<file path="config.mk">
export PLATFORM = sky130hd
export DESIGN_NAME = pwr_mode_ctrl
export DESIGN_NICKNAME = d
export VERILOG_FILES = /design/src/rtl/pwr_mode_pkg.sv /design/src/rtl/pwr_cycle_tick.sv /design/src/rtl/pwr_mode_fsm.sv /design/src/rtl/pwr_stab_wait.sv /design/src/rtl/pwr_gate_reg.sv /design/src/rtl/pwr_mode_ctrl.sv
export SDC_FILE = /design/constraint.sdc
export NUM_CORES = 1
export LEC_CHECK = 0
export ABC_AREA = 1
export BUFFER_PORTS_ARGS = -buffer_cell sky130_fd_sc_hd__buf_4
export CORE_MARGIN = 2
export CORE_UTILIZATION = 54
export DETAILED_ROUTE_END_ITERATION = 8
export GPL_TIMING_DRIVEN = 1
export PLACE_DENSITY = 0.87
export REMOVE_ABC_BUFFERS = 1
export SYNTH_ARGS = -nofsm -noshare
export SYNTH_HDL_FRONTEND = slang
export SYNTH_SLANG_ARGS = --single-unit
</file>
<file path="constraint.sdc">
create_clock -name clk -period 4.6 [get_ports clk]
set_input_delay 0 -clock clk [delete_from_list [all_inputs] [get_ports clk]]
set_output_delay 0 -clock clk [all_outputs]
set_load 0.02 [all_outputs]
</file>
<file path="src/rtl/pwr_mode_pkg.sv">
package pwr_mode_pkg;

  typedef enum logic [2:0] {
    PM_ACTIVE  = 3'd0,
    PM_STANDBY = 3'd1,
    PM_STOP    = 3'd2,
    PM_WATCH   = 3'd3,
    PM_SUB     = 3'd4
  } pmode_t;

  typedef struct packed {
    logic main_osc;
    logic sub_osc;
    logic cpu_clk;
    logic per_clk;
    logic tb_clk;
    logic sel_sub;
    logic io_hiz;
  } gate_t;

  // Mode transition taken at an instruction-cycle boundary.
  function automatic pmode_t pm_next(input pmode_t cur, input logic sl, input logic st,
                                     input logic tmode, input logic lson, input logic dton,
                                     input logic irq_any, input logic irq_wake);
    pmode_t nxt;
    nxt = cur;
    case (cur)
      PM_ACTIVE: begin
        if (st)      nxt = tmode ? PM_WATCH : PM_STOP;
        else if (sl) nxt = PM_STANDBY;
      end
      PM_STANDBY: if (irq_any) nxt = PM_ACTIVE;
      PM_STOP:    nxt = PM_STOP;
      PM_WATCH:   if (irq_wake) nxt = lson ? PM_SUB : PM_ACTIVE;
      PM_SUB:     if (st || sl) nxt = (dton && !lson) ? PM_ACTIVE : PM_WATCH;
      default:    nxt = PM_ACTIVE;
    endcase
    return nxt;
  endfunction

  // True when a move restarts the main oscillator for the CPU.
  function automatic logic needs_stab(input pmode_t cur, input pmode_t nxt);
    return (nxt == PM_ACTIVE) && ((cur == PM_WATCH) || (cur == PM_SUB));
  endfunction

  // Enables that belong to a mode; cpu_ok only matters in active.
  function automatic gate_t pm_gates(input pmode_t m, input logic cpu_ok);
    gate_t g;
    g = '0;
    case (m)
      PM_ACTIVE: begin
        g.main_osc = 1'b1; g.sub_osc = 1'b1; g.cpu_clk = cpu_ok;
        g.per_clk  = 1'b1; g.tb_clk  = 1'b1;
      end
      PM_STANDBY: begin
        g.main_osc = 1'b1; g.sub_osc = 1'b1; g.per_clk = 1'b1; g.tb_clk = 1'b1;
      end
      PM_STOP: begin
        g.sub_osc = 1'b1; g.io_hiz = 1'b1;
      end
      PM_WATCH: begin
        g.sub_osc = 1'b1; g.tb_clk = 1'b1; g.sel_sub = 1'b1;
      end
      PM_SUB: begin
        g.sub_osc = 1'b1; g.cpu_clk = 1'b1; g.per_clk = 1'b1;
        g.tb_clk  = 1'b1; g.sel_sub = 1'b1;
      end
      default: begin
        g.main_osc = 1'b1; g.sub_osc = 1'b1; g.cpu_clk = 1'b1;
        g.per_clk  = 1'b1; g.tb_clk  = 1'b1;
      end
    endcase
    return g;
  endfunction

endpackage

</file>
<file path="src/rtl/pwr_cycle_tick.sv">
module pwr_cycle_tick #(
  parameter int CYC_DIV = 4
) (
  input  logic clk,
  input  logic rst_n,
  output logic tick
);
  localparam int CNT_W = (CYC_DIV > 1) ? $clog2(CYC_DIV) : 1;
  localparam logic [CNT_W-1:0] LAST = CNT_W'(CYC_DIV - 1);

  logic [CNT_W-1:0] cnt_q;

  assign tick = (cnt_q == LAST);

  always_ff @(posedge clk or negedge rst_n) begin
    if (!rst_n)    cnt_q <= '0;
    else if (tick) cnt_q <= '0;
    else           cnt_q <= cnt_q + 1'b1;
  end

  assert_tick_wrap_R11: assert property (@(posedge clk) disable iff (!rst_n)
    tick |=> (cnt_q == '0));

endmodule

</file>
<file path="src/rtl/pwr_mode_fsm.sv">
module pwr_mode_fsm
  import pwr_mode_pkg::*;
(
  input  logic   clk,
  input  logic   rst_n,
  input  logic   tick,
  input  logic   sleep_i,
  input  logic   stop_i,
  input  logic   tmode_i,
  input  logic   lson_i,
  input  logic   dton_i,
  input  logic   irq_any_i,
  input  logic   irq_wake_i,
  output pmode_t mode_q,
  output pmode_t mode_nxt,
  output logic   load_wait
);
  logic pend_sleep_q, pend_stop_q;
  logic sleep_eff, stop_eff;

  assign sleep_eff = pend_sleep_q | sleep_i;
  assign stop_eff  = pend_stop_q  | stop_i;

  assign mode_nxt  = tick ? pm_next(mode_q, sleep_eff, stop_eff, tmode_i, lson_i,
                                    dton_i, irq_any_i, irq_wake_i)
                          : mode_q;
  assign load_wait = tick && needs_stab(mode_q, mode_nxt);

  always_ff @(posedge clk or negedge rst_n) begin
    if (!rst_n) begin
      pend_sleep_q <= 1'b0;
      pend_stop_q  <= 1'b0;
    end else if (tick) begin
      pend_sleep_q <= 1'b0;
      pend_stop_q  <= 1'b0;
    end else begin
      pend_sleep_q <= sleep_eff;
      pend_stop_q  <= stop_eff;
    end
  end

  always_ff @(posedge clk or negedge rst_n) begin
    if (!rst_n) mode_q <= PM_ACTIVE;
    else        mode_q <= mode_nxt;
  end

  assert_mode_hold_R11: assert property (@(posedge clk) disable iff (!rst_n)
    !tick |=> $stable(mode_q));

  assert_stop_sticky_R4: assert property (@(posedge clk) disable iff (!rst_n)
    (mode_q == PM_STOP) |=> (mode_q == PM_STOP));

  assert_watch_wake_R6: assert property (@(posedge clk) disable iff (!rst_n)
    (mode_q == PM_WATCH && mode_nxt != PM_WATCH) |-> irq_wake_i);

  assert_standby_exit_R3: assert property (@(posedge clk) disable iff (!rst_n)
    (mode_q == PM_STANDBY && mode_nxt != PM_STANDBY) |-> (irq_any_i && mode_nxt == PM_ACTIVE));

endmodule

</file>
<file path="src/rtl/pwr_stab_wait.sv">
module pwr_stab_wait #(
  parameter int WAIT_W = 8
) (
  input  logic              clk,
  input  logic              rst_n,
  input  logic              load,
  input  logic [WAIT_W-1:0] load_val,
  output logic              done
);
  logic [WAIT_W-1:0] wait_q;

  assign done = (wait_q == '0);

  always_ff @(posedge clk or negedge rst_n) begin
    if (!rst_n)     wait_q <= '0;
    else if (load)  wait_q <= load_val;
    else if (!done) wait_q <= wait_q - 1'b1;
  end

  assert_wait_falls_R10: assert property (@(posedge clk) disable iff (!rst_n)
    (!load && !done) |=> (wait_q == $past(wait_q) - 1'b1));

  assert_wait_load_R10: assert property (@(posedge clk) disable iff (!rst_n)
    load |=> (wait_q == $past(load_val)));

endmodule

</file>
<file path="src/rtl/pwr_gate_reg.sv">
module pwr_gate_reg
  import pwr_mode_pkg::*;
(
  input  logic   clk,
  input  logic   rst_n,
  input  logic   tick,
  input  pmode_t mode_nxt,
  input  logic   cpu_ok,
  output gate_t  gate_q
);
  always_ff @(posedge clk or negedge rst_n) begin
    if (!rst_n)    gate_q <= pm_gates(PM_ACTIVE, 1'b1);
    else if (tick) gate_q <= pm_gates(mode_nxt, cpu_ok);
  end

  assert_gate_boundary_R11: assert property (@(posedge clk) disable iff (!rst_n)
    !tick |=> $stable(gate_q));

  assert_cpu_source_R7: assert property (@(posedge clk) disable iff (!rst_n)
    gate_q.cpu_clk |-> (gate_q.sel_sub ? gate_q.sub_osc : gate_q.main_osc));

endmodule

</file>
<file path="src/rtl/pwr_mode_ctrl.sv">
module pwr_mode_ctrl
  import pwr_mode_pkg::*;
#(
  parameter int CYC_DIV = 4,
  parameter int WAIT_W  = 8
) (
  input  logic              clk,
  input  logic              rst_n,
  input  logic              sleep_i,
  input  logic              stop_i,
  input  logic              timer_mode_i,
  input  logic              low_speed_i,
  input  logic              direct_xfer_i,
  input  logic              irq_any_i,
  input  logic              irq_wake_i,
  input  logic [WAIT_W-1:0] stab_count_i,
  output logic [2:0]        mode_o,
  output logic              main_osc_en_o,
  output logic              sub_osc_en_o,
  output logic              cpu_clk_en_o,
  output logic              per_clk_en_o,
  output logic              tb_clk_en_o,
  output logic              cpu_clk_sel_o,
  output logic              io_hiz_o
);
  logic   tick;
  logic   load_wait;
  logic   wait_done;
  logic   cpu_ok;
  pmode_t mode_q;
  pmode_t mode_nxt;
  gate_t  gate_q;

  pwr_cycle_tick #(.CYC_DIV(CYC_DIV)) u_tick (
    .clk (clk), .rst_n (rst_n), .tick (tick)
  );

  pwr_mode_fsm u_fsm (
    .clk        (clk),
    .rst_n      (rst_n),
    .tick       (tick),
    .sleep_i    (sleep_i),
    .stop_i     (stop_i),
    .tmode_i    (timer_mode_i),
    .lson_i     (low_speed_i),
    .dton_i     (direct_xfer_i),
    .irq_any_i  (irq_any_i),
    .irq_wake_i (irq_wake_i),
    .mode_q     (mode_q),
    .mode_nxt   (mode_nxt),
    .load_wait  (load_wait)
  );

  pwr_stab_wait #(.WAIT_W(WAIT_W)) u_wait (
    .clk      (clk),
    .rst_n    (rst_n),
    .load     (load_wait),
    .load_val (stab_count_i),
    .done     (wait_done)
  );

  assign cpu_ok = !load_wait && wait_done;

  pwr_gate_reg u_gate (
    .clk      (clk),
    .rst_n    (rst_n),
    .tick     (tick),
    .mode_nxt (mode_nxt),
    .cpu_ok   (cpu_ok),
    .gate_q   (gate_q)
  );

  assign mode_o        = mode_q;
  assign main_osc_en_o = gate_q.main_osc;
  assign sub_osc_en_o  = gate_q.sub_osc;
  assign cpu_clk_en_o  = gate_q.cpu_clk;
  assign per_clk_en_o  = gate_q.per_clk;
  assign tb_clk_en_o   = gate_q.tb_clk;
  assign cpu_clk_sel_o = gate_q.sel_sub;
  assign io_hiz_o      = gate_q.io_hiz;

  assert_hiz_only_stop_R4: assert property (@(posedge clk) disable iff (!rst_n)
    io_hiz_o |-> (mode_o == 3'd2));

  assert_sub_no_main_R7: assert property (@(posedge clk) disable iff (!rst_n)
    (mode_o == 3'd4) |-> (!main_osc_en_o && cpu_clk_sel_o));

endmodule

</file>
==> key figures, run 1 <==
GRT
  – Grt ovf: 0
  – Largest net degree at the start of global routing: 22
  – First-pass GRT wire length: 4519 um
  – Vias in the first global route: 1109
  – GR Util All Layers: 23.24%
  – Initial antenna violation count: 0

Power
  – Max IR drop VDD: 0.0002948 V
  – PD cells: 521.4 nW/um2
  – Switching power total: 0.3332 mW
  – Power share of the sequential group: 39.8%
  – Switching share of power: 41.70%
  – Pleak: 0.7656 nW
  – Int Pwr: 0.4659 mW
  – Clock share of power: 10.6%
  – Part of the power in combinational logic: 49.5%

Setup path
  – Worst r2r src: u_tick.cnt_q[0]$_DFF_PN0_
  – Startpoint types: register
  – Reg-to-reg critical path endpoint: u_wait.wait_q[0]$_DFFE_PN0P_
  – Critical path arrival: 2430 ps
  – Reg2Reg Depth: 8
  – Setup CP Type: reg -> reg
  – Crit end category: register
  – Worst path required time: 4790 ps
  – Crit-path max FO: 15
  – Capture point of the critical path: u_wait.wait_q[0]$_DFFE_PN0P_
  – Worst reg2reg setup slack: 2360 ps
  – Crit path launch: u_tick.cnt_q[0]$_DFF_PN0_

Clock tree
  – Setup Buffers After CTS: 0
  – Sink Count: 21
  – CTS clk-pin slew, worst paths: 110 ps
  – Clock tree from TritonCTS: done
  – Clk buf depth: 2
  – Clock root buffer: clkbuf_4
  – Worst skew pair latency: 290 ps
  – CTS buffer count: 3
  – Depth of the CTS H-tree: 1

Drt
  – Pre-Repair DR Iteration Count: 6
  – Via Count: 1087
  – # DRC: 0
  – Vias/cell: 5.152
  – Routed wire per std cell: 12.43 um
  – WL final: 2623 um
  – Initial DRC Count: 25
  – ANT nets after route: 0

Die
  – Die Y: 51.14 um
  – DIE AREA: 2615 um2
  – I/O Pins: 27
  – DIE WIDTH: 51.14 um
  – Initial Utilization: 55.85%
  – Core region area: 2148 um2
  – Placement Rows: 17

Logic synthesis
  – Post-synthesis cell area: 1200 um2
  – Leading area contributor after synthesis: dfrtp_1
  – Library cells used by synthesis: 30
  – Post-synthesis sequential area ratio: 44.21%
  – Synth top area share: 35.45%
  – Cells after Synth: 146
  – Synth area leaders: dfrtp_1 (35%), nand2_1 (10%), dfstp_2 (8.8%)
  – Post-synth EDFFs: 0
  – #FFs+latches synth: 21
  – Synth warn: 0
  – Average size of a mapped cell: 8.219 um2
  – Async SR Flop Fraction: 100.0%
  – Main synth FF type: dfrtp_1

Placed design
  – Buffers on Ports: 25
  – Detail Placement HPWL: 1964 um
  – Routability cong.: 0.8134

STA
  – Worst slew pin tran: 576.9 ps
  – Fmax: 447.2 MHz
  – Setup TNS: 0 ps
  – Final Cycle Share: 48.61%
  – Final setup viols: 0
  – Crit path time final: 2236 ps
  – Setup Skew: 3.010 ps
  – Final hold viol count: 0
  – Final Max Tran Viols: 0
  – RSZ-0062 raised after global routing: false
  – Relative slew slack: 61.54%

Finish
  – Area Growth Syn to Fin: 27.74%
  – Final core occ: 71.35%
  – Most common cell after layout, fill and taps aside: nand2_1
  – Layout cell share with drive strength beyond 1: 30.05%
  – Layout Nets: 203
  – Most frequent cells in the layout: nand2_1 (33), buf_4 (25), dfrtp_1 (17)
  – Ant diodes: 0
  – Fill cells: 173

Min path
  – Hold WC Path Type: in -> async

Outcome
  – Outcome: finished clean

Job
  – Max-Cap Viols: 0
-- per-layer routing --
metal  GRT usage, %  up-vias  routed length (um)
met5              0        -                   0
met4          9.459        0                  47
met3          2.632        6                  90
met2          42.86       39                1387
met1          27.10      504                1097
li1               -      538                   -
-- final cells by class --
| type | count | area (um2) | area share, % |
|---|---|---|---|
| Timing Repair Buffer | 36 | 297.8 | 19.43 |
| Tap cell | 28 | 35.03 | 2.286 |
| Sequential cell | 21 | 530.5 | 34.61 |
| Multi-Input combinational cell | 105 | 579.3 | 37.80 |
| Clock buffer | 4 | 26.28 | 1.714 |
| Inverter | 17 | 63.81 | 4.163 |
-- stage by stage --
stage	setup slack, ps	instances	power, mW	instance area, um2	hold WS [ps]
4_1_cts	2374	211	0.7998	1533	114.6
2_1_floorplan	2712	143	0.5866	1174	-295.6
5_1_grt	2149	211	0.8587	1533	121.9
3_3_place_gp	2529	196	0.6822	1396	-110.8
6_report	2364	211	0.7991	1533	109.0
3_5_place_dp	2396	196	0.7060	1396	-107.6
-- critical path: stages, from the launching register on --
cell and delay (ps):
dfrtp_1 370, ha_1 530, inv_1 220, nor2_2 170, nand2_1 90, inv_2 110
nand4_2 340, o21ai_2 230, inv_1 60
-- flip-flops by register name, summed over array words and instances (netlist names) --
name,count
u_fsm.pend_sleep_q,1
u_fsm.mode_q,3
u_tick.cnt_q,2
u_fsm.pend_stop_q,1
u_wait.wait_q,8
u_gate.gate_q,6
-- power groups by stage --
stage	Sequential [mW]	Clock, mW	Combinational (mW)
finish	0.318	0.0850	0.396
global route	0.329	0.0946	0.435
CTS	0.317	0.0857	0.397
detailed placement	0.320	0	0.386
global placement	0.317	0	0.365
floorplan	0.349	0	0.238
-- what timing repair did --
item,CTS,global route
hold buffers,11,0
hold endpoints to repair,31,0
gates resized for setup,0,0
endpoints found under the setup margin,0,0
-- worst min-delay path by stage --
stage / cells past startpoint / end
finish: 2 / u_gate.gate_q[1]$_DFFE_PN0P_
global route: 2 / u_gate.gate_q[1]$_DFFE_PN0P_
CTS: 2 / u_gate.gate_q[1]$_DFFE_PN0P_
detailed placement: 1 / u_gate.gate_q[1]$_DFFE_PN0P_
global placement: 1 / u_fsm.mode_q[2]$_DFF_PN0_
floorplan: 0 / u_fsm.mode_q[0]$_DFF_PN0_
-- Yosys cell counts, types with 4 or more instances --
cell     instances
inv_1           11
dfstp_2          4
nand2_1         33
nor2_1          16
dfrtp_1         17
nor2_2           4
inv_2            6
nand3_1         16
-- cell families after synthesis --
group | Yosys count | synth area share [%]
simple gates | 85 | 34.20
flops | 21 | 44.21
buf+inv | 20 | 7.507
compound gates | 11 | 7.301
xor+xnor | 6 | 4.380
fa+ha+maj | 2 | 2.085
other cells | 1 | 0.3125
(Power assumes the default switching activity.)
==> run 2: changes to the inputs <==
--- a/config.mk
+++ b/config.mk
@@ -7,11 +7,12 @@
 export LEC_CHECK = 0
 export ABC_AREA = 1
 export BUFFER_PORTS_ARGS = -buffer_cell sky130_fd_sc_hd__buf_4
+export CORE_ASPECT_RATIO = 1.75
 export CORE_MARGIN = 2
-export CORE_UTILIZATION = 54
+export CORE_UTILIZATION = 52
 export DETAILED_ROUTE_END_ITERATION = 8
 export GPL_TIMING_DRIVEN = 1
-export PLACE_DENSITY = 0.87
+export PLACE_DENSITY = 0.84
 export REMOVE_ABC_BUFFERS = 1
 export SYNTH_ARGS = -nofsm -noshare
 export SYNTH_HDL_FRONTEND = slang
==> constraint.sdc (replaced) <==
create_clock -name clk -period 2.35 [get_ports clk]
set_input_delay 0 -clock clk [delete_from_list [all_inputs] [get_ports clk]]
set_output_delay 0 -clock clk [all_outputs]
set_load 0.02 [all_outputs]
==> run 2 against run 1 <==
- global-route usage increased by 0.15 points
- largest power group unchanged
- die area increased by 4.1%
- final cell count decreased by 1.4%
==> key figures, run 2 (synthesized netlist as in run 1, its figures left out) <==
Outcome
  – Outcome: finished clean (unchanged)

Setup path
  – Crit end category: register (unchanged)
  – CP top delay family: simple AND/OR/NAND/NOR gates (unchanged)
  – Max incr delay on CP: 430 ps (was 530 ps)
  – Crit-path max FO: 12 (was 15)
  – Setup CP Type: reg -> reg (unchanged)
  – Reg2Reg Depth: 9 (was 8)
  – Reg-to-reg critical path endpoint: u_wait.wait_q[0]$_DFFE_PN0P_ (unchanged)
  – Slowest-stage cell, CP: dfrtp_1 (was ha_1)
  – Crit path launch: u_fsm.mode_q[2]$_DFF_PN0_ (was u_tick.cnt_q[0]$_DFF_PN0_)
  – Critical path arrival: 2030 ps (was 2430 ps)
  – Critical Path Most Common Cell: inv_2 (was inv_1)
  – Worst path required time: 2510 ps (was 4790 ps)
  – CP bufs+invs: 3 (unchanged)
  – Startpoint types: register (unchanged)
  – Worst reg2reg setup slack: 480 ps (was 2360 ps)
  – Worst-path cell chain: inv_2, nand3_1, o22ai_1, nor2_2, nand2_1, inv_2, nand4_2, o21ai_2, inv_1 (was ha_1, inv_1, nor2_2, nand2_1, inv_2, nand4_2, o21ai_2, inv_1)
  – Worst r2r src: u_fsm.mode_q[2]$_DFF_PN0_ (was u_tick.cnt_q[0]$_DFF_PN0_)

Clock tree
  – CTS clk-pin slew, worst paths: 70 ps (was 110 ps)
  – Clock tree from TritonCTS: done (unchanged)
  – Clock root buffer: clkbuf_8 (was clkbuf_4)
  – Setup Buffers After CTS: 0 (unchanged)
  – CTS buffer count: 3 (unchanged)
  – Sink Count: 21 (unchanged)
  – Worst skew pair latency: 260 ps (was 290 ps)
  – Clk buf depth: 2 (unchanged)
  – Depth of the CTS H-tree: 1 (unchanged)

Power
  – Pleak: 0.7774 nW (was 0.7656 nW)
  – Clock share of power: 14.5% (was 10.6%)
  – Max IR drop VDD: 0.0005343 V (was 0.0002948 V)
  – Switching power total: 0.6487 mW (was 0.3332 mW)
  – Power share of the sequential group: 38.5% (was 39.8%)
  – Switching share of power: 40.27% (was 41.70%)
  – PD cells: 1042 nW/um2 (was 521.4 nW/um2)
  – Part of the power in combinational logic: 47.0% (was 49.5%)
  – Int Pwr: 0.9621 mW (was 0.4659 mW)

Die
  – Placement Rows: 23 (was 17)
  – DIE AREA: 2723 um2 (was 2615 um2)
  – I/O Pins: 27 (unchanged)
  – Initial Utilization: 53.46% (was 55.85%)
  – DIE WIDTH: 40.31 um (was 51.14 um)
  – Die Y: 67.55 um (was 51.14 um)
  – Core region area: 2245 um2 (was 2148 um2)

STA
  – Final Cycle Share: 79.72% (was 48.61%)
  – Setup TNS: 0 ps (unchanged)
  – Final setup viols: 0 (unchanged)
  – RSZ-0062 raised after global routing: false (unchanged)
  – Setup Skew: 4.129 ps (was 3.010 ps)
  – Final hold viol count: 0 (unchanged)
  – Final Max Tran Viols: 0 (unchanged)
  – Crit path time final: 1874 ps (was 2236 ps)
  – Fmax: 533.8 MHz (was 447.2 MHz)

Drt
  – Routed wire per std cell: 12.01 um (was 12.43 um)
  – Pre-Repair DR Iteration Count: 4 (was 6)
  – Via Count: 1076 (was 1087)
  – Vias/cell: 5.173 (was 5.152)
  – WL final: 2499 um (was 2623 um)
  – Initial DRC Count: 22 (was 25)
  – # DRC: 0 (unchanged)
  – ANT nets after route: 0 (unchanged)

Placed design
  – Post-Place Cells: 194 (was 196)
  – Routability cong.: 0.8249 (was 0.8134)
  – Detail Placement HPWL: 1903 um (was 1964 um)
  – Buffers on Ports: 25 (unchanged)

Finish
  – Most common cell after layout, fill and taps aside: nand2_1 (unchanged)
  – Area Growth Syn to Fin: 28.88% (was 27.74%)
  – Layout Cells excl Fill: 208 (was 211)
  – Layout cell share with drive strength beyond 1: 31.15% (was 30.05%)
  – Most frequent cells in the layout: nand2_1 (33), buf_4 (26), dfrtp_1 (17) (was nand2_1 (33), buf_4 (25), dfrtp_1 (17))
  – Largest registers: u_wait.wait_q: 8 flops, u_gate.gate_q: 6 flops, u_fsm.mode_q: 3 flops (unchanged)
  – Largest register FFs: 8 (unchanged)
  – Final core occ: 68.90% (was 71.35%)
  – Ant diodes: 0 (unchanged)
  – Layout Nets: 203 (unchanged)
  – Biggest register: u_wait.wait_q (unchanged)

GRT
  – Grt ovf: 0 (unchanged)
  – GR Util All Layers: 23.40% (was 23.24%)
  – Initial antenna violation count: 0 (unchanged)
  – Largest net degree at the start of global routing: 22 (unchanged)
  – First-pass GRT wire length: 4271 um (was 4519 um)
  – Vias in the first global route: 1099 (was 1109)

Job
  – Max-Cap Viols: 0 (unchanged)

Min path
  – Hold WC Path Type: in -> reg (was in -> async)
  – Worst Hold Depth: 4
  – Hold wc startpoint: stab_count_i[6]
  – WHS Endpoint: u_wait.wait_q[6]$_DFFE_PN0P_
run 2: routing by layer:
layer / vias to the layer above / part of all wire, % / wire (um) / track usage (%)
li1: 541 / - / - / -
met1: 507 / 38 / 941 / 22.46
met2: 23 / 57 / 1420 / 42.94
met3: 5 / 3.1 / 77 / 3.947
met4: 0 / 2.4 / 61 / 13.33
met5: - / 0 / 0 / 0
run 2: worst min-delay path, cell delays in order:
cell and delay [ps]:
buf_4 80, nand3b_1 90, nand2_1 50, inv_1 40
run 2: power groups by stage:
stage                     registers [mW]  clock network (mW)  logic (mW)
after global routing               0.640               0.258       0.842
after global placement             0.619                   0       0.723
final                              0.620               0.234       0.757
after detailed placement           0.625                   0       0.742
after floorplan                    0.683                   0       0.465
after CTS                          0.619               0.242       0.763
run 2: layout make-up:
class,instances,area [um2]
Timing Repair Buffer,36,295.3
Tap cell,25,31.28
Multi-Input combinational cell,105,579.3
Sequential cell,21,530.5
Inverter,17,63.81
Fill cell,182,698.2
Clock inverter,1,5.005
Clock buffer,3,41.29
run 2: how the worst max path moves through the flow:
stage,end,slack (ps),cells after the start
2_1_floorplan,u_wait.wait_q[0]$_DFFE_PN0P_,460,8
3_3_place_gp,u_wait.wait_q[0]$_DFFE_PN0P_,540,9
3_5_place_dp,u_wait.wait_q[0]$_DFFE_PN0P_,470,9
4_1_cts,u_wait.wait_q[0]$_DFFE_PN0P_,460,9
5_1_grt,u_wait.wait_q[1]$_DFFE_PN0P_,280,9
6_report,u_wait.wait_q[0]$_DFFE_PN0P_,480,9
run 2: metrics by stage:
stage / cell area, um2 / hold slack, ps / total power [mW] / setup WS (ps)
after floorplan: 1174 / -295.6 / 1.148 / 462.2
after global placement: 1400 / -108.0 / 1.342 / 543.8
after detailed placement: 1400 / -102.5 / 1.367 / 468.2
after CTS: 1546 / 21.95 / 1.624 / 456.5
after global routing: 1546 / 29.72 / 1.739 / 277.8
final: 1546 / 27.03 / 1.611 / 476.5
run 2: what timing repair did:
action | 4_1_cts | 5_1_grt
hold buffers | 10 | 0
endpoints found under the hold margin | 30 | 0
gates resized for setup | 0 | 0
==> run 3: changes to the inputs <==
--- a/config.mk
+++ b/config.mk
@@ -5,14 +5,14 @@
 export SDC_FILE = /design/constraint.sdc
 export NUM_CORES = 1
 export LEC_CHECK = 0
-export ABC_AREA = 1
+export ABC_AREA = 0
 export BUFFER_PORTS_ARGS = -buffer_cell sky130_fd_sc_hd__buf_4
 export CORE_ASPECT_RATIO = 1.75
 export CORE_MARGIN = 2
-export CORE_UTILIZATION = 52
+export CORE_UTILIZATION = 47
 export DETAILED_ROUTE_END_ITERATION = 8
 export GPL_TIMING_DRIVEN = 1
-export PLACE_DENSITY = 0.84
+export PLACE_DENSITY = 0.81
 export REMOVE_ABC_BUFFERS = 1
 export SYNTH_ARGS = -nofsm -noshare
 export SYNTH_HDL_FRONTEND = slang
==> constraint.sdc (replaced) <==
create_clock -name clk -period 1.55 [get_ports clk]
set_input_delay 0 -clock clk [delete_from_list [all_inputs] [get_ports clk]]
set_output_delay 0 -clock clk [all_outputs]
set_load 0.02 [all_outputs]
==> run 3 against run 2 <==
- the run now ends with negative setup slack left
- sequential power grew 43%
- clock power grew 56%
- die area grew 10%
- total power grew 72%
- final cell count grew 0.96%
- routed wire length grew 35%
- critical path type unchanged
- critical endpoint is now u_wait.wait_q[6]$_DFFE_PN0P_
- largest cell class unchanged
==> key figures, run 3 <==
Power
  – Switching power total: 0.9918 mW (was 0.6487 mW)
  – PD cells: 1439 nW/um2 (was 1042 nW/um2)
  – Int Pwr: 1.786 mW (was 0.9621 mW)
  – Switching share of power: 35.71% (was 40.27%)
  – Max IR drop VDD: 0.0009618 V (was 0.0005343 V)
  – Power share of the sequential group: 31.9% (was 38.5%)
  – Pleak: 0.8548 nW (was 0.7774 nW)
  – Clock share of power: 13.1% (was 14.5%)
  – Part of the power in combinational logic: 55.0% (was 47.0%)

STA
  – Final WS setup: -344.9 ps (was 476.5 ps)
  – Final setup viols: 12 (was 0)
  – Final hold viol count: 0 (unchanged)
  – RSZ-0062 raised after global routing: true (was false)
  – WHS: 83.06 ps (was 27.03 ps)
  – Setup TNS: -2564 ps (was 0 ps)
  – Crit path time final: 1895 ps (was 1874 ps)
  – Setup Skew: 2.342 ps (was 4.129 ps)
  – Final Cycle Share: 122.3% (was 79.72%)
  – Final Max Tran Viols: 0 (unchanged)
  – Fmax: 527.7 MHz (was 533.8 MHz)

Setup path
  – Critical path arrival: 2100 ps (was 2030 ps)
  – Worst-path cell chain: inv_2, ha_4, or4b_4, buf_6, or4_4, nand2_2, mux2_4 (was inv_2, nand3_1, o22ai_1, nor2_2, nand2_1, inv_2, nand4_2, o21ai_2, inv_1)
  – Crit end category: register (unchanged)
  – Max incr delay on CP: 470 ps (was 430 ps)
  – Crit-path max FO: 3 (was 12)
  – Setup CP Type: reg -> reg (unchanged)
  – Startpoint types: register (unchanged)
  – Slowest-stage cell, CP: or4b_4 (was dfrtp_1)
  – Worst path required time: 1760 ps (was 2510 ps)

Die
  – DIE WIDTH: 42.28 um (was 40.31 um)
  – Core region area: 2462 um2 (was 2245 um2)
  – DIE AREA: 3001 um2 (was 2723 um2)
  – Placement Rows: 24 (was 23)
  – I/O Pins: 27 (unchanged)
  – Die Y: 70.98 um (was 67.55 um)
  – Initial Utilization: 48.93% (was 53.46%)

Job
  – Max-Cap Viols: 0 (unchanged)

Drt
  – Vias/cell: 5.667 (was 5.173)
  – WL final: 3377 um (was 2499 um)
  – # DRC: 0 (unchanged)
  – Post-Route M1 WL: 1271 um (was 941 um)
  – Pre-Repair DR Iteration Count: 4 (unchanged)
  – Via Count: 1190 (was 1076)
  – Max Used Layer: met4 (unchanged)
  – Met3 WL: 126 um (was 77 um)
  – Routed wire per std cell: 16.08 um (was 12.01 um)
  – Met2 WL: 1850 um (was 1420 um)
  – Initial DRC Count: 37 (was 22)
  – ANT nets after route: 0 (unchanged)

Logic synthesis
  – Post-synth top cells: dfrtp_1 (17), nor2_1 (11), nand2_1 (8) (was nand2_1 (33), dfrtp_1 (17), nand3_1 (16), nor2_1 (16), inv_1 (11))
  – Average size of a mapped cell: 10.13 um2 (was 8.219 um2)
  – Synth Area in Adders: 2.077% (was 2.086%)
  – Synth area leaders: dfrtp_1 (35%), dfstp_2 (8.7%), mux2_4 (8.7%) (was dfrtp_1 (35%), nand2_1 (10%), dfstp_2 (8.8%))
  – Main synth FF type: dfrtp_1 (unchanged)
  – Most frequent cell after synthesis: dfrtp_1 (was nand2_1)
  – Largest family of logic cells by synthesized area: simple AND/OR/NAND/NOR gates (unchanged)
  – Post-synthesis cell area: 1205 um2 (was 1200 um2)
  – Leading area contributor after synthesis: dfrtp_1 (unchanged)
  – Cells after Synth: 119 (was 146)
  – Synth Area in Compound Gates: 12.67% (was 7.299%)
  – Post-synthesis simple-gate area fraction: 20.15% (was 34.20%)
  – Mux share of post-synthesis cell area: 13.81% (was 0%)
  – Async SR Flop Fraction: 100.0% (unchanged)
  – Synth warn: 0 (unchanged)
  – Post-synthesis sequential area ratio: 44.03% (was 44.21%)
  – XOR/XNOR share of the synthesized area: 2.181% (was 4.380%)
  – Post-synth EDFFs: 0 (unchanged)
  – Synth top area share: 35.31% (was 35.45%)
  – #FFs+latches synth: 21 (unchanged)
  – Library cells used by synthesis: 46 (was 30)

Finish
  – Area Growth Syn to Fin: 60.23% (was 28.88%)
  – Largest registers: u_wait.wait_q: 8 flops, u_gate.gate_q: 6 flops, u_fsm.mode_q: 3 flops (unchanged)
  – Most frequent cells in the layout: buf_4 (51), dfrtp_1 (17), nor2_1 (11) (was nand2_1 (33), buf_4 (26), dfrtp_1 (17))
  – Layout Nets: 204 (was 203)
  – Biggest register: u_wait.wait_q (unchanged)
  – Finished Cell Area: 1931 um2 (was 1546 um2)
  – Layout cell share with drive strength beyond 1: 51.63% (was 31.15%)
  – Largest register FFs: 8 (unchanged)
  – Most common cell after layout, fill and taps aside: buf_4 (was nand2_1)
  – Ant diodes: 0 (unchanged)

GRT
  – Vias in the first global route: 1187 (was 1099)
  – GR Util All Layers: 22.79% (was 23.40%)
  – Initial antenna violation count: 0 (unchanged)
  – Largest net degree at the start of global routing: 22 (unchanged)
  – First-pass GRT wire length: 5168 um (was 4271 um)
  – Grt ovf: 0 (unchanged)

Clock tree
  – CTS buffer count: 3 (unchanged)
  – Clk buf depth: 2 (unchanged)
  – Depth of the CTS H-tree: 1 (unchanged)
  – Clock root buffer: clkbuf_8 (unchanged)
  – CTS clk-pin slew, worst paths: 70 ps (about the same)
  – Clock tree from TritonCTS: done (unchanged)
  – Sink Count: 21 (unchanged)
  – Worst skew pair latency: 270 ps (was 260 ps)

Outcome
  – Outcome: finished with violations (was finished clean)
  – Failing checks: negative setup slack

Min path
  – Hold WC Path Type: in -> reg (unchanged)

Placed design
  – Buffers on Ports: 25 (unchanged)
  – DP Area: 1559 um2 (was 1400 um2)
  – Routability cong.: 0.8549 (was 0.8249)
  – Detail Placement HPWL: 2121 um (was 1903 um)
## run 3: cell types whose count changed after synthesis, sizes merged, moves of 3 or more
| cell | before | now |
|---|---|---|
| nand3 | 19 | 3 |
| mux2i | 0 | 5 |
| or4 | 0 | 3 |
| nor2 | 21 | 11 |
| nand2 | 36 | 8 |
| inv | 17 | 7 |
| mux2 | 0 | 8 |
## run 3: cell families (layout without fill, tap and decap cells)
kind of cell,Yosys count,count (layout)
and+or+nand+nor,44,44
xor gates and xnor gates,3,3
muxes,13,13
other,1,1
AOI/OAI and AO/OA,23,23
DFF,21,21
adders and majority gates,2,2
buffers and inverters,12,77
## run 3: per-layer routing
layer  vias up  track usage (%)
li1        560                -
met1       579            26.57
met2        38            38.80
met3        13            3.316
met4         0            13.19
met5         -                0
## run 3: path summary, 6_finish.rpt
check / endpoint / depth (start not counted) / slack [ps] / startpoint
hold / removal: u_fsm.mode_q[2]$_DFF_PN0_ / 3 / 80 / irq_wake_i
hold reg to reg: u_tick.cnt_q[0]$_DFF_PN0_ / 1 / 430 / u_tick.cnt_q[0]$_DFF_PN0_
setup / recovery: u_wait.wait_q[6]$_DFFE_PN0P_ / 7 / -340 / u_wait.wait_q[1]$_DFFE_PN0P_
max in group asynchronous: u_gate.gate_q[2]$_DFFE_PN1P_ / 2 / 1130 / rst_n
min in group asynchronous: u_fsm.pend_sleep_q$_DFF_PN0_ / 2 / 140 / rst_n
setup reg to reg: u_wait.wait_q[6]$_DFFE_PN0P_ / 7 / -340 / u_wait.wait_q[1]$_DFFE_PN0P_
## run 3: power by group through the flow
stage / Sequential, mW / Clock [mW] / Combinational [mW]
2_1_floorplan: 0.956 / 0 / 0.599
3_3_place_gp: 0.856 / 0 / 1.15
3_5_place_dp: 0.868 / 0 / 1.20
4_1_cts: 0.869 / 0.370 / 1.38
5_1_grt: 0.903 / 0.391 / 1.64
6_report: 0.886 / 0.365 / 1.53
## run 3: repair_timing
| item | in CTS | in global routing |
|---|---|---|
| endpoints found under the hold margin | 29 | 0 |
| pin swaps | 4 | 11 |
| endpoints found under the setup margin | 13 | 13 |
| buffers inserted | 6 | 4 |
| gates resized for setup | 23 | 13 |
| hold buffers | 9 | 0 |
## run 3: worst max-delay path, delay by kind of cell (launching register included)
kind          cells  cell delay (ps)
simple gates      3              960
flops             1              400
buf+inv           2              220
fa+ha+maj         1              130
mux               1              130
## run 3: metrics by stage
| stage | power (mW) | cells | worst slack, ps | util [%] |
|---|---|---|---|---|
| final | 2.778 | 210 | -344.9 | 78.40 |
| after global routing | 2.934 | 210 | -394.9 | 78.40 |
| after CTS | 2.621 | 206 | -313.2 | 74.49 |
| after detailed placement | 2.065 | 187 | -455.9 | 63.31 |
| after global placement | 2.001 | 187 | -392.3 | 63.31 |
| after floorplan | 1.555 | 114 | -553.1 | - |
## run 3: area by class of cell
class                   instances  area [um2]
inverters                       7       26.28
clock buffers                   4       45.04
multi-input cells              86       755.7
repair buffers                 66       540.5
fillers                       151       531.8
flip-flops and latches         21       530.5
well taps                      26       32.53
